File: src/rtl/sb_pkg.sv
package sb_pkg;
    parameter int NUM_FU  = 5;
    parameter int NUM_REG = 32;
    parameter int CLS_W   = 2;
    localparam int RIDX_W = $clog2(NUM_REG);
    localparam int TAG_W  = $clog2(NUM_FU + 1);

    typedef logic [RIDX_W-1:0] reg_t;
    typedef logic [TAG_W-1:0]  tag_t;   // 0 = no pending writer, else unit index + 1
    typedef logic [CLS_W-1:0]  cls_t;

    typedef struct packed {
        logic busy;
        logic rd_done;
        logic cmp;
        cls_t op;
        reg_t fi;
        reg_t fj;
        reg_t fk;
        tag_t qj;
        tag_t qk;
        logic rj;
        logic rk;
    } fu_t;

    // unit 0: int/load, last: divide, next to last: add, rest: multiply
    function automatic cls_t unit_class(input int idx);
        if (idx == 0)               return cls_t'(0);
        else if (idx == NUM_FU - 1) return cls_t'(3);
        else if (idx == NUM_FU - 2) return cls_t'(2);
        else                        return cls_t'(1);
    endfunction
endpackage

File: src/rtl/sb_pick.sv
module sb_pick #(
    parameter int N = 4
) (
    input  logic [N-1:0] req,
    output logic [N-1:0] gnt
);
    always_comb begin
        logic found;
        found = 1'b0;
        gnt   = '0;
        for (int i = 0; i < N; i++) begin
            if (req[i] && !found) begin
                gnt[i] = 1'b1;
                found  = 1'b1;
            end
        end
    end
endmodule

File: src/rtl/sb_hazard.sv
module sb_hazard
    import sb_pkg::*;
(
    input  fu_t [NUM_FU-1:0]  fu,
    output logic [NUM_FU-1:0] rd_elig,
    output logic [NUM_FU-1:0] wr_elig
);
    for (genvar u = 0; u < NUM_FU; u++) begin : g_unit
        logic war;
        always_comb begin
            war = 1'b0;
            for (int v = 0; v < NUM_FU; v++) begin
                if (v != u && fu[v].busy &&
                    ((fu[v].fj == fu[u].fi && fu[v].rj) ||
                     (fu[v].fk == fu[u].fi && fu[v].rk)))
                    war = 1'b1;
            end
        end
        assign rd_elig[u] = fu[u].busy && !fu[u].rd_done && fu[u].rj && fu[u].rk;
        assign wr_elig[u] = fu[u].busy && fu[u].cmp && !war;
    end
endmodule

File: src/rtl/sb_ctrl.sv
module sb_ctrl
    import sb_pkg::*;
(
    input  logic              clk,
    input  logic              rst_n,
    input  logic              in_valid,
    input  logic [CLS_W-1:0]  in_class,
    input  logic [RIDX_W-1:0] in_dst,
    input  logic [RIDX_W-1:0] in_src1,
    input  logic [RIDX_W-1:0] in_src2,
    input  logic [NUM_FU-1:0] fu_done,
    output logic              issue_accept,
    output logic [NUM_FU-1:0] issue_unit,
    output logic [NUM_FU-1:0] rd_grant,
    output logic [NUM_FU-1:0] wr_grant
);
    typedef struct packed {
        fu_t  [NUM_FU-1:0]  fu;
        tag_t [NUM_REG-1:0] rstat;
    } sb_state_t;

    sb_state_t st_d, st_q;

    logic [NUM_FU-1:0] free_match_d;
    logic [NUM_FU-1:0] rd_elig_d, wr_elig_d;
    logic              waw_d;
    tag_t              wr_tag_d;

    for (genvar u = 0; u < NUM_FU; u++) begin : g_free
        assign free_match_d[u] = !st_q.fu[u].busy && (unit_class(u) == in_class);
    end

    assign waw_d = (st_q.rstat[in_dst] != '0);

    sb_pick #(.N(NUM_FU)) u_issue_pick (
        .req (free_match_d & {NUM_FU{in_valid && !waw_d}}),
        .gnt (issue_unit)
    );
    assign issue_accept = |issue_unit;

    sb_hazard u_hazard (
        .fu      (st_q.fu),
        .rd_elig (rd_elig_d),
        .wr_elig (wr_elig_d)
    );

    sb_pick #(.N(NUM_FU)) u_rd_pick (.req(rd_elig_d), .gnt(rd_grant));
    sb_pick #(.N(NUM_FU)) u_wr_pick (.req(wr_elig_d), .gnt(wr_grant));

    always_comb begin
        wr_tag_d = '0;
        for (int w = 0; w < NUM_FU; w++)
            if (wr_grant[w]) wr_tag_d = TAG_W'(w + 1);
    end

    always_comb begin
        st_d = st_q;
        // completion pulses, only after a read in an earlier cycle
        for (int u = 0; u < NUM_FU; u++) begin
            if (fu_done[u] && st_q.fu[u].busy && st_q.fu[u].rd_done && !wr_grant[u])
                st_d.fu[u].cmp = 1'b1;
        end
        // write-back: free unit, clear pending writer, release waiting readers
        for (int w = 0; w < NUM_FU; w++) begin
            if (wr_grant[w]) begin
                st_d.fu[w].busy    = 1'b0;
                st_d.fu[w].rd_done = 1'b0;
                st_d.fu[w].cmp     = 1'b0;
                st_d.rstat[st_q.fu[w].fi] = '0;
                for (int v = 0; v < NUM_FU; v++) begin
                    if (st_q.fu[v].qj == TAG_W'(w + 1)) begin
                        st_d.fu[v].qj = '0;
                        st_d.fu[v].rj = 1'b1;
                    end
                    if (st_q.fu[v].qk == TAG_W'(w + 1)) begin
                        st_d.fu[v].qk = '0;
                        st_d.fu[v].rk = 1'b1;
                    end
                end
            end
        end
        // operand read: clear ready flags so WAR sees only unread sources
        for (int u = 0; u < NUM_FU; u++) begin
            if (rd_grant[u]) begin
                st_d.fu[u].rd_done = 1'b1;
                st_d.fu[u].rj      = 1'b0;
                st_d.fu[u].rk      = 1'b0;
            end
        end
        // issue
        for (int u = 0; u < NUM_FU; u++) begin
            if (issue_unit[u]) begin
                st_d.fu[u].busy    = 1'b1;
                st_d.fu[u].rd_done = 1'b0;
                st_d.fu[u].cmp     = 1'b0;
                st_d.fu[u].op      = in_class;
                st_d.fu[u].fi      = in_dst;
                st_d.fu[u].fj      = in_src1;
                st_d.fu[u].fk      = in_src2;
                st_d.fu[u].qj      = (st_q.rstat[in_src1] == wr_tag_d) ? '0 : st_q.rstat[in_src1];
                st_d.fu[u].qk      = (st_q.rstat[in_src2] == wr_tag_d) ? '0 : st_q.rstat[in_src2];
                st_d.fu[u].rj      = (st_q.rstat[in_src1] == '0) || (st_q.rstat[in_src1] == wr_tag_d);
                st_d.fu[u].rk      = (st_q.rstat[in_src2] == '0) || (st_q.rstat[in_src2] == wr_tag_d);
                st_d.rstat[in_dst] = TAG_W'(u + 1);
            end
        end
    end

    always_ff @(posedge clk or negedge rst_n) begin
        if (!rst_n) st_q <= '0;
        else        st_q <= st_d;
    end
endmodule

File: config.mk
export PLATFORM = sky130hd
export DESIGN_NAME = sb_ctrl
export DESIGN_NICKNAME = d
export VERILOG_FILES = /design/src/rtl/sb_pkg.sv /design/src/rtl/sb_pick.sv /design/src/rtl/sb_hazard.sv /design/src/rtl/sb_ctrl.sv
export SDC_FILE = /design/constraint.sdc
export NUM_CORES = 1
export LEC_CHECK = 0
export BUFFER_PORTS_ARGS = -buffer_cell sky130_fd_sc_hd__buf_4
export CAP_MARGIN = 25
export CORE_ASPECT_RATIO = 0.9
export CORE_UTILIZATION = 42
export DETAILED_ROUTE_END_ITERATION = 16
export GPL_TIMING_DRIVEN = 0
export SLEW_MARGIN = 20
export SYNTH_ARGS = -nofsm -noshare
export SYNTH_HDL_FRONTEND = slang
export SYNTH_SLANG_ARGS = --single-unit
export TNS_END_PERCENT = 50
File: constraint.sdc
create_clock -name clk -period 8.9 [get_ports clk]
set_clock_uncertainty 0.05 [all_clocks]
set_input_delay 0.89 -clock clk [delete_from_list [all_inputs] [get_ports clk]]
set_output_delay 0.89 -clock clk [all_outputs]
set_load 0.03 [all_outputs]
-- Word-level counts from Yosys, hierarchy flattened
Cells that the tools add are included.
- flip-flop bits (word level): 236
- output and inout bits: 16
- word-level logic and storage cells: 639
- input bits: 25
- bitwise operators: 26
- muxes and demuxes: 219
- order comparisons: 14
- reductions and logical operators: 198
- equal/unequal tests: 95
- operator list (operator ; count):
    104-bit 2-to-1 mux ; 5
    96-bit bitwise AND ; 5
    96-bit inverter ; 5
    96-bit 2-to-1 mux ; 4
    5-bit == test ; 40
    3-bit 2-to-1 mux ; 66
    64-bit bitwise AND ; 3
    64-bit inverter ; 3
    8-bit 2-to-1 mux ; 16
    64-bit OR ; 2
    1-bit logical AND ; 124
    124-bit 2-to-1 mux ; 1
    28-bit 2-to-1 mux ; 4
    1-bit 2-to-1 mux ; 105
    32-bit OR ; 3
    3-bit demux with 5-bit select ; 6
    32-bit bitwise AND ; 2
    32-bit inverter ; 2
    3-bit by 2-bit == test with 1-bit output (second input constant) ; 20
    3-bit == test (second input constant) ; 20
    5-bit by 6-bit less-than comparator with 1-bit output (second input constant) ; 8
    3-bit binary-select mux with 5-bit select ; 3
    11-bit 2-to-1 mux ; 4
    3-bit nonzero test ; 11
    13 further kinds ; 90

-- Logic depth before layout (Yosys ltp)
Gate-level depths: netlist of the first run.
- word-level depth: 35
- mapped depth: 14
- mapped depth without buffers: 11

-- By module
From an unflattened synthesis of the first run, not the netlist that was laid out.
- cell total of the unflattened synthesis: 1784
- area total of the unflattened synthesis: 16662.2 µm²
- modules (own cells, without submodules) (module ; area an instance (µm²) ; seq. area each (µm²) ; cells an instance ; instances):
    sb_ctrl ; 13818.3 ; 5905.7 ; 1425 ; 1
    sb_hazard ; 2678.8 ; 0.0 ; 341 ; 1
    sb_pick ; 55.1 ; 0.0 ; 6 ; 3

-- Worst setup path before layout of the first run
No wires, ideal clock.
- path type: input -> output
- from: in in_dst[1]
- to: out issue_unit[1]
- buffers on the path: 4
- data arrival time: 3.242 ns
- slack: 4.718 ns
- required time: 7.960 ns
- stages: 12
- cells stage by stage: buf_2 > nor4_1 > a41oi_1 > a211oi_1 > a211oi_1 > or4_1 > or3_1 > or2_4 > inv_2 > buf_4 > buf_6 > buf_4
- word-level cells in the longest chain between the ends: 10
- RTL lines (element ; RTL line ; text):
    from (decl) ; sb_ctrl.sv:8 ; input logic [RIDX_W-1:0] in_dst,
    3-bit binary-select mux with 5-bit select * ; sb_ctrl.sv:33 ; assign waw_d = (st_q.rstat[in_dst] != '0);
    3-bit 2-to-1 mux (not written as such) * ; sb_ctrl.sv:33 ;
    3-bit nonzero test * ; sb_ctrl.sv:33 ;
    1-bit zero test * ; sb_ctrl.sv:36 ; .req (free_match_d & {NUM_FU{in_valid && !waw_d}}),
    1-bit logical AND * ; sb_ctrl.sv:36 ;
    5-bit bitwise AND * ; sb_ctrl.sv:36 ;
    1-bit 2-to-1 mux ; sb_pick.sv:12 ; if (req[i] && !found) begin
    1-bit zero test ; sb_pick.sv:12 ;
    1-bit logical AND * ; sb_pick.sv:12 ;
    1-bit 2-to-1 mux * ; sb_pick.sv:12 ;
    to (decl) ; sb_ctrl.sv:13 ; output logic [NUM_FU-1:0] issue_unit,
Mark *: on every way between the ends. The rest lies on a longest branch, timed or not. The select of a mux whose other input is x is not followed.

-- Final worst setup path of the first run
- from: in in_dst[4]
- to: out issue_accept
- word-level cells in the longest chain between the ends: 20
- elaborated cells between the ends (all ways): 23
- those cells by class: mux (10); bitwise (1); reduce/logical (12)
- RTL lines (element ; RTL line ; text):
    3-bit binary-select mux with 5-bit select * ; sb_ctrl.sv:33 ;
    3-bit 2-to-1 mux (not written as such) * ; sb_ctrl.sv:33 ;
    3-bit nonzero test * ; sb_ctrl.sv:33 ;
    1-bit zero test * ; sb_ctrl.sv:36 ;
    1-bit logical AND * ; sb_ctrl.sv:36 ;
    5-bit bitwise AND * ; sb_ctrl.sv:36 ;
    1-bit 2-to-1 mux ; sb_pick.sv:12 ;
    1-bit zero test ; sb_pick.sv:12 ;
    (+4 left out) ; -- ;
    1-bit 2-to-1 mux ; sb_pick.sv:12 ;
    1-bit zero test ; sb_pick.sv:12 ;
    1-bit logical AND ; sb_pick.sv:12 ;
    1-bit 2-to-1 mux ; sb_pick.sv:12 ;
    1-bit zero test ; sb_pick.sv:12 ;
    1-bit logical AND ; sb_pick.sv:12 ;
    1-bit 2-to-1 mux ; sb_pick.sv:12 ;
    5-bit OR reduction * ; sb_ctrl.sv:39 ; assign issue_accept = |issue_unit;
    to (decl) ; sb_ctrl.sv:12 ; output logic issue_accept,
Marked as above.

==> summary.txt, run 1 <==
crit end category: output pin
sequential cell area: 5660 um2
max reg flops: 226
status: finished with violations
Synth top area share: 0.348
Worst Setup Start Kind: input pin
antenna violations before repair: 2
Crit Path Class: input pin to output pin
Top reg by flops: st_q
final cell count without fillers: 2,317
sequential area share after synthesis: 0.348
CTS buffer count: 28
Post-DP HPWL: 48,800 um
GRT Overall Usage: 0.335
Max VDD drop: 0.161 mV
TritonCTS clock tree: done
syn_nets: 1,761
Yosys top cell by area: dfrtp_1
post-synthesis cell area: 16,300 um2
Die W: 209 um
placed insts: 2,263
DR WL/cell: 28.7 um
Max Clock Freq: 173 MHz
sw frac: 0.413
YS warnings: 0
Detail Route Antenna Nets: 0
Final period util: 0.648
Worst Max-Slew Pin Slew: 1.16 ns
# clock sinks: 226
Max-slew headroom: 0.220
Mean Syn Cell Area: 9.37 um2
final net count: 1,831
via/cell ratio: 6.58
Rows: 68
filler instances: 3,679
fin crit period: 5.77 ns
Fin. Hold Viols: 0
gp weighted congestion: 0.970
Sequential Power Share: 0.310
DR pass1 iterations: 12
insertion delay to the later sink of the worst-skew pair: 0.57 ns
number of setup violations in the final report: 0
clk root buf: clkbuf_16
MaxCap Viol Count: 0
Switch Pwr: 0.00187 W
FFs w/ async S/R, synth: 1.00
largest net degree at the start of global routing: 96
Multi-input gate area: 9490 um2
H-tree Lvls: 1
setup TNS: 0 ns
Hold-fix buffers, CTS: 0
Crit path arrival time: 4.83 ns
Leak: 7.67 nW
Pins Over Slew Limit: 0
internal power: 0.00266 W
clock share of power: 0.262
Design Area, Final: 18,200 um2
CORE AREA: 38,300 um2
library cells used by synthesis: 93
Synth area leaders: dfrtp_1 35%, xnor2_1 8.3%, mux4_2 5.7%, mux2_2 4.1%, a22o_1 3.7%
Residual DRC: 2
top_reg_cell synth: dfrtp_1
Yosys reg bits: 226
Worst EP required: 7.96 ns
Pwr Density: 249 nW/um2
CTS clock-pin slew for the worst setup and hold paths: 0.06 ns
first-pass GRT wire length: 97,800 um
crit path max fanout: 10
Largest regs: st_q x226
IO Pins: 41
failing checks: design-rule violations
drt initial violations: 2,261
die area: 39,500 um2
# port buffers: 35
Syn Inst Count: 1,736
Final Util: 0.475
initial core utilization: 0.425
global route total overflow: 0
Comb power frac: 0.428
postcts setup bufs: 0
dpl cell area: 17,200 um2
RSZ-0062 raised after global routing: false
deepest clock path buffer count: 3
number of synthesized flops with an enable pin: 0
drt total wl: 66,400 um
CTS resizes: 0
area delta synth->final: 11.8%
share of cells above drive strength 1: 0.177
HP Class: input pin to asynchronous set/reset pin
die span in y: 189 um
Vias: 15,240
vias in the first global route: 14,419
Inserted Diodes: 0
==> final cells by class <==
type,count,share of cell area
Timing Repair Buffer,40,0.0189
Buffer,186,0.0496
Inverter,63,0.0130
Multi-Input combinational cell,1261,0.522
Sequential cell,226,0.311
Tap cell,490,0.0337
Clock inverter,12,0.00798
Clock buffer,39,0.0442
==> final timing paths <==
check	endpoint	cells after the start	slack (ns)	startpoint
worst max register to register	st_q[68]$_DFF_PN0_	11	4.41	st_q[198]$_DFFE_PN0P_
max in group asynchronous	st_q[41]$_DFF_PN0_	3	7.41	rst_n
min in group clk	st_q[92]$_DFF_PN0_	1	0.50	st_q[92]$_DFF_PN0_
worst min register to register	st_q[92]$_DFF_PN0_	1	0.50	st_q[92]$_DFF_PN0_
worst min-delay path	st_q[129]$_DFF_PN0_	1	0.15	rst_n
worst max-delay path	issue_accept	13	3.13	in_dst[4]
==> synth_stat cells, types with 22 or more instances <==
cell type / n
a21oi_1: 29
a22o_1: 69
buf_2: 65
buf_4: 22
clkbuf_1: 82
dfrtp_1: 226
inv_1: 54
mux2_2: 59
mux2i_1: 28
mux4_2: 41
nand2_1: 123
nand3_1: 46
nand4_1: 64
nor2_1: 120
nor3_1: 57
o21ai_0: 51
o22ai_1: 54
xnor2_1: 155
xor2_1: 47
==> critical path, cell delays in order <==
cell	delay, ns
buf_4	0.10
clkbuf_1	0.58
nand2_1	0.45
o21bai_1	0.40
o2111ai_1	0.20
or4_1	0.32
nor2_1	0.11
nand2_2	0.23
inv_1	0.13
buf_2	0.26
nor2_2	0.62
nand3_1	0.26
buf_4	0.24
==> power by group through the flow <==
stage | Sequential (W) | Clock (W) | Combinational (W)
2_1_floorplan | 0.00133 | 0 | 0.00135
3_3_place_gp | 0.00140 | 0 | 0.00184
3_5_place_dp | 0.00141 | 0 | 0.00187
4_1_cts | 0.00139 | 0.00120 | 0.00188
5_1_grt | 0.00142 | 0.00125 | 0.00205
6_report | 0.00140 | 0.00119 | 0.00194
==> per-layer routing <==
layer / GRT usage / vias up / share of wire
met1: 0.494 / 7666 / 0.44
met2: 0.474 / 937 / 0.41
li1: - / 6500 / -
met5: 0 / - / 0.00020
met4: 0.116 / 2 / 0.034
met3: 0.0808 / 135 / 0.12
==> cell usage in the layout, fill, tap and decap left out, drive strengths merged, types with 10 or more instances in the layout <==
master   Yosys  routed
buf        103     143
o22ai       54      54
nand4b      15      15
o211ai      15      15
or2         10      10
inv         60      60
nand3b      21      21
dfrtp      226     226
a21oi       29      29
clkbuf      83     122
mux4        43      43
nor3b       14      14
o2111ai     11      11
a22o        69      69
nand4       64      64
mux2        61      61
a211oi      17      17
mux2i       28      28
a31oi       12      12
o21ai       58      58
xnor2      155     155
nor2b       14      14
a2111oi     16      16
nor4        17      17
nor3        58      58
nand3       48      48
xor2        47      47
nor2       121     121
nand2      126     126
nand2b      17      17
==> through the flow <==
step / setup WS (ns) / hold slack (ns) / power [W]
global placement: 3.02 / 0.464 / 0.00324
CTS: 3.08 / 0.159 / 0.00447
global route: 3.11 / 0.182 / 0.00472
floorplan: 4.72 / 0.447 / 0.00268
finish: 3.13 / 0.154 / 0.00453
detailed placement: 3.09 / 0.484 / 0.00328
==> logic make-up (layout without fill, tap and decap cells) <==
logic type                count (synthesis)  after routing  synth area share
muxes                                   132            132             0.119
xor gates and xnor gates                202            202             0.109
AOI/OAI and AO/OA                       360            360             0.171
buffers and inverters                   249            340            0.0699
and+or+nand+nor                         567            567             0.183
DFF                                     226            226             0.348
Power figures use the tool's default switching activity.
==> inputs of run 2 (changes only) <==
- clock period: 8.9 -> 5.5 ns (I/O delays scaled with it)
==> run 2 against run 1 <==
  * The flow still finishes with violations (design-rule violations)
  * Non-clock buffer count grew 1
  * Utilization hardly changed
  * Critical path depth is the same
  * Die area unchanged
  * Sequential cell count stayed put
  * Clock-buffer cell count stayed put
  * First-iteration DRC count up 4.9%
  * Critical endpoint unchanged
  * Worst hold slack improved by 0.10 ns
  * Via count up 0.55%
==> summary.txt, run 2 (synthesis results as in run 1) <==
status: finished with violations (unchanged)
failing checks: design-rule violations (unchanged)
Residual DRC: 2 (unchanged)
CORE AREA: 38,300 um2 (unchanged)
MaxCap Viol Count: 0 (unchanged)
HP Class: input pin to flop (was input pin to asynchronous set/reset pin)
DR WL/cell: 28.7 um (about the same)
CTS clock-pin slew for the worst setup and hold paths: 0.06 ns (about the same)
die area: 39,500 um2 (unchanged)
H-tree Lvls: 1 (unchanged)
Max-slew headroom: 0.239 (was 0.220)
Final period util: 0.930
Crit Path Class: input pin to output pin (unchanged)
first-pass GRT wire length: 97,800 um (unchanged)
Rows: 68 (unchanged)
CTS buffer count: 28 (unchanged)
setup TNS: 0 ns (unchanged)
crit end category: output pin (unchanged)
Max Clock Freq: 195 MHz
largest net degree at the start of global routing: 96 (unchanged)
Worst EP required: 4.90 ns (was 7.96 ns)
Crit path arrival time: 4.52 ns (was 4.83 ns)
most common cell after layout, fill and taps aside: dfrtp_1 (unchanged)
Hold WS: 0.255 ns (was 0.154 ns)
R2R setup slack: 0.93 ns (was 4.41 ns)
area delta synth->final: 11.8% (about the same)
most frequent cells in the layout: 226 x dfrtp_1, 155 x xnor2_1, 123 x nand2_1 (unchanged)
max reg flops: 226 (unchanged)
RSZ-0062 raised after global routing: false (unchanged)
Largest regs: st_q x226 (unchanged)
# clock sinks: 226 (unchanged)
dpl cell area: 17,200 um2 (unchanged)
DR pass1 iterations: 14 (was 12)
Die W: 209 um (unchanged)
drt initial violations: 2,371 (was 2,261)
Pins Over Slew Limit: 0 (unchanged)
crit path capture: issue_accept (unchanged)
crit path max fanout: 10 (unchanged)
deepest clock path buffer count: 3 (unchanged)
Hold-fix buffers, CTS: 1 (was 0)
Inserted Diodes: 0 (unchanged)
via/cell ratio: 6.61 (was 6.58)
Detail Route Antenna Nets: 0 (unchanged)
insertion delay to the later sink of the worst-skew pair: 0.57 ns (about the same)
number of setup violations in the final report: 0 (unchanged)
final net count: 1,832 (was 1,831)
global route total overflow: 0 (unchanged)
Post-DP HPWL: 48,800 um (unchanged)
Top reg by flops: st_q (unchanged)
Max VDD drop: 0.260 mV (was 0.161 mV)
die span in y: 189 um (unchanged)
IO Pins: 41 (unchanged)
antenna violations before repair: 2 (unchanged)
initial core utilization: 0.425 (unchanged)
Worst Max-Slew Pin Slew: 1.13 ns (was 1.16 ns)
postcts setup bufs: 0 (unchanged)
TritonCTS clock tree: done (unchanged)
CTS resizes: 0 (unchanged)
start of the worst register-to-register path: st_q[198]$_DFFE_PN0P_ (unchanged)
GRT Overall Usage: 0.335 (unchanged)
clk root buf: clkbuf_16 (unchanged)
Fin. Hold Viols: 0 (unchanged)
gp weighted congestion: 0.970 (unchanged)
Vias: 15,324 (was 15,240)
r2r endpoint: st_q[68]$_DFF_PN0_ (unchanged)
drt total wl: 66,500 um (was 66,400 um)
Worst Setup Start Kind: input pin (unchanged)
fin crit period: 5.12 ns
# port buffers: 35 (unchanged)
Pwr Density: 403 nW/um2 (was 249 nW/um2)
vias in the first global route: 14,419 (unchanged)
reg2reg path depth: 11 (unchanged)
Leak: 7.68 nW (was 7.67 nW)
crit path launch: in_dst[4] (unchanged)
Design Area, Final: 18,200 um2 (about the same)
share of cells above drive strength 1: 0.177 (about the same)
==> run 2: cell types whose count changed in the layout (fill, tap and decap cells not counted) <==
cell           change
dlygate4sd3_1      +1
==> run 2: through the flow <==
| stage | setup WS, ns | utilization | cells | total power (W) |
|---|---|---|---|---|
| finish | 0.385 | 0.475 | 2318 | 0.00733 |
| detailed placement | 0.373 | 0.450 | 2263 | 0.00531 |
| global placement | 0.296 | 0.448 | 2261 | 0.00525 |
| CTS | 0.356 | 0.475 | 2315 | 0.00724 |
| floorplan | 2.00 | - | 1736 | 0.00433 |
| global route | 0.391 | 0.475 | 2318 | 0.00763 |
==> run 2: how the worst min path moves through the flow <==
stage,start,end,slack [ns],cells past startpoint
2_1_floorplan,rst_n,st_q[0]$_DFF_PN0_,0.20,0
3_3_place_gp,st_q[178]$_DFFE_PN0P_,st_q[178]$_DFFE_PN0P_,0.46,2
3_5_place_dp,rst_n,st_q[102]$_DFF_PN0_,0.42,1
6_report,fu_done[0],st_q[121]$_DFFE_PN0P_,0.25,3
4_1_cts,fu_done[0],st_q[121]$_DFFE_PN0P_,0.24,3
5_1_grt,fu_done[4],st_q[233]$_DFFE_PN0P_,0.29,3
==> run 2: metal layers <==
layer / GRT usage / up-vias / share of wire
met2: 0.474 / 916 / 0.41
met1: 0.495 / 7776 / 0.44
met4: 0.116 / 2 / 0.034
met3: 0.0807 / 137 / 0.12
met5: 0 / - / 0.00020
li1: - / 6493 / -
==> run 2: cell type report <==
class                   count  area [um2]
inverters                  63         236
repair buffers             41         353
plain buffers             186         902
clock inverters            12         145
multi-input cells        1261        9490
well taps                 490         613
fillers                  3679       20100
flip-flops and latches    226        5660
clock buffers              39         803
==> run 2: power breakdown <==
| group | switching, W | internal, W | total [W] |
|---|---|---|---|
| Sequential | 0.000303 | 0.00197 | 0.00227 |
| Combinational | 0.00195 | 0.00118 | 0.00313 |
| Clock | 0.000767 | 0.00115 | 0.00192 |
| Total | 0.00302 | 0.00431 | 0.00733 |
==> run 2: worst max-delay path, cell delays in order <==
cell and delay [ns]:
buf_4 0.11, clkbuf_1 0.57, nand2_1 0.45, o21bai_1 0.41, o2111ai_1 0.21, or4_1 0.32
nor2_1 0.11, nand2_2 0.24, inv_1 0.13, buf_2 0.26, nor2_2 0.63, nand3_1 0.26
buf_4 0.24
==> inputs of run 3 (changes only) <==
- GPL_TIMING_DRIVEN: 0 -> 1
==> run 3 against run 2 <==
  * The flow now finishes without violations
  * Sequential share of layout area rose by 1.1 points
  * Worst hold slack got worse by 0.0075 ns
  * Combinational power down 18%
  * Largest cell class unchanged
  * Global-route usage down 2.8 points
  * Via count decreased by 5.3%
  * Clock power decreased by 3%
  * Final cell count is 6.3% lower
  * Non-clock buffer count fell by 141
==> summary.txt, run 3 (synthesis results as in run 1) <==
most common cell after layout, fill and taps aside: dfrtp_1 (unchanged)
Fin. Hold Viols: 0 (unchanged)
power consumption: 0.00708 W (was 0.00733 W)
drt initial violations: 1,784 (was 2,371)
via/cell ratio: 6.68 (was 6.61)
status: complete, no violations (was finished with violations)
clk root buf: clkbuf_16 (unchanged)
r2r endpoint: st_q[43]$_DFF_PN0_ (was st_q[68]$_DFF_PN0_)
Top reg by flops: st_q (unchanged)
Final period util: 0.869 (was 0.930)
final net count: 1,689 (was 1,832)
share of cells above drive strength 1: 0.164 (was 0.177)
GRT Overall Usage: 0.307 (was 0.335)
start of the worst register-to-register path: st_q[143]$_DFFE_PN0P_ (was st_q[198]$_DFFE_PN0P_)
Max-slew headroom: 0.265 (was 0.239)
Worst Max-Slew Pin Slew: 1.10 ns (was 1.13 ns)
deepest clock path buffer count: 3 (unchanged)
CTS resizes: 0 (unchanged)
Rows: 68 (unchanged)
crit path max fanout: 31 (was 10)
Pins Over Slew Limit: 0 (unchanged)
max reg flops: 226 (unchanged)
IO Pins: 41 (unchanged)
postcts setup bufs: 0 (unchanged)
# port buffers: 40 (was 35)
Crit Path Class: input pin to output pin (unchanged)
Die W: 209 um (unchanged)
crit end category: output pin (unchanged)
HP Class: input pin to flop (unchanged)
# clock sinks: 226 (unchanged)
Inserted Diodes: 0 (unchanged)
Comb power frac: 0.365 (was 0.428)
Max Clock Freq: 209 MHz (was 195 MHz)
area delta synth->final: 7.89% (was 11.8%)
H-tree Lvls: 1 (unchanged)
global route total overflow: 0 (unchanged)
antenna violations before repair: 0 (was 2)
reg2reg path depth: 14 (was 11)
final cell count without fillers: 2,173 (was 2,318)
filler instances: 3,574 (was 3,679)
Max VDD drop: 0.254 mV (was 0.260 mV)
RSZ-0062 raised after global routing: false (unchanged)
setup TNS: 0 ns (unchanged)
Sequential Power Share: 0.373 (was 0.310)
Detail Route Antenna Nets: 0 (unchanged)
Leak: 7.31 nW (was 7.68 nW)
sequential cell area: 5660 um2 (unchanged)
CTS buffer count: 26 (was 28)
Hold-fix buffers, CTS: 1 (unchanged)
R2R setup slack: 1.07 ns (was 0.93 ns)
Largest regs: st_q x226 (unchanged)
Final Util: 0.458 (was 0.475)
CORE AREA: 38,300 um2 (unchanged)
internal power: 0.00420 W (was 0.00431 W)
largest net degree at the start of global routing: 108 (was 96)
die area: 39,500 um2 (unchanged)
initial core utilization: 0.425 (unchanged)
Post-DP HPWL: 43,400 um (was 48,800 um)
Worst EP required: 4.90 ns (about the same)
vias in the first global route: 13,504 (was 14,419)
most frequent cells in the layout: 226 x dfrtp_1, 155 x xnor2_1, 123 x nand2_1 (unchanged)
MaxCap Viol Count: 0 (unchanged)
fin crit period: 4.78 ns (was 5.12 ns)
DR pass1 iterations: 6 (was 14)
crit path launch: in_dst[1] (was in_dst[4])
CTS clock-pin slew for the worst setup and hold paths: 0.07 ns (was 0.06 ns)
drt total wl: 60,900 um (was 66,500 um)
Worst Setup Start Kind: input pin (unchanged)
placed insts: 2,125 (was 2,263)
die span in y: 189 um (unchanged)
Multi-input gate area: 9480 um2 (was 9490 um2)
Hold WS: 0.247 ns (was 0.255 ns)
insertion delay to the later sink of the worst-skew pair: 0.58 ns (was 0.57 ns)
Residual DRC: 0 (was 2)
gp weighted congestion: 0.972 (was 0.970)
Pwr Density: 404 nW/um2 (was 403 nW/um2)
first-pass GRT wire length: 90,900 um (was 97,800 um)
Switch Pwr: 0.00289 W (was 0.00302 W)
clock share of power: 0.263 (was 0.262)
crit path capture: issue_accept (unchanged)
number of setup violations in the final report: 0 (unchanged)
sw frac: 0.407 (was 0.412)
TritonCTS clock tree: done (unchanged)
Crit path arrival time: 4.18 ns (was 4.52 ns)
Vias: 14,507 (was 15,324)
DR WL/cell: 28.0 um (was 28.7 um)
run 3: power by group through the flow:
stage	clock network [W]	logic, W	registers (W)
finish	0.00186	0.00258	0.00264
detailed placement	0	0.00252	0.00263
CTS	0.00188	0.00254	0.00261
floorplan	0	0.00218	0.00215
global route	0.00195	0.00278	0.00267
global placement	0	0.00250	0.00263
run 3: per-stage QoR:
step	worst slack [ns]	area, um2
after CTS	0.888	17600
after floorplan	2.00	16300
after global routing	0.648	17600
after global placement	0.826	16600
final	0.720	17600
after detailed placement	0.943	16600
run 3: metal layers:
metal,track usage,vias to the layer above,share of wire,wire (um)
met5,0,-,0,0
met4,0.0994,0,0.035,2120
met3,0.0650,127,0.11,6610
li1,-,6214,-,-
met2,0.444,884,0.42,25600
met1,0.454,7282,0.44,26600
run 3: layout make-up:
cell class	count	area share
Tap cell	490	0.0349
Sequential cell	226	0.322
Clock buffer	31	0.0404
Clock inverter	16	0.0113
Timing Repair Buffer	86	0.0374
Inverter	63	0.0135
Multi-Input combinational cell	1261	0.540
run 3: how the worst min path moves through the flow:
stage,slack [ns],startpoint,depth (start not counted),to
floorplan,0.20,rst_n,0,st_q[0]$_DFF_PN0_
global placement,0.48,st_q[74]$_DFF_PN0_,1,st_q[74]$_DFF_PN0_
detailed placement,0.48,st_q[91]$_DFF_PN0_,1,st_q[91]$_DFF_PN0_
CTS,0.24,fu_done[3],3,st_q[205]$_DFFE_PN0P_
global route,0.30,fu_done[2],3,st_q[177]$_DFFE_PN0P_
finish,0.25,fu_done[3],3,st_q[205]$_DFFE_PN0P_
run 3: worst max-delay path, stage by stage:
cell and delay (ns):
buf_4 0.30, nand2b_1 0.53, o22ai_1 0.18, o21bai_1 0.15, o2111ai_1 0.25, or4_1 0.60, or3_1 0.38, or2_4 0.39
inv_2 0.36, nor2_1 0.15, nand3_1 0.13, buf_4 0.17
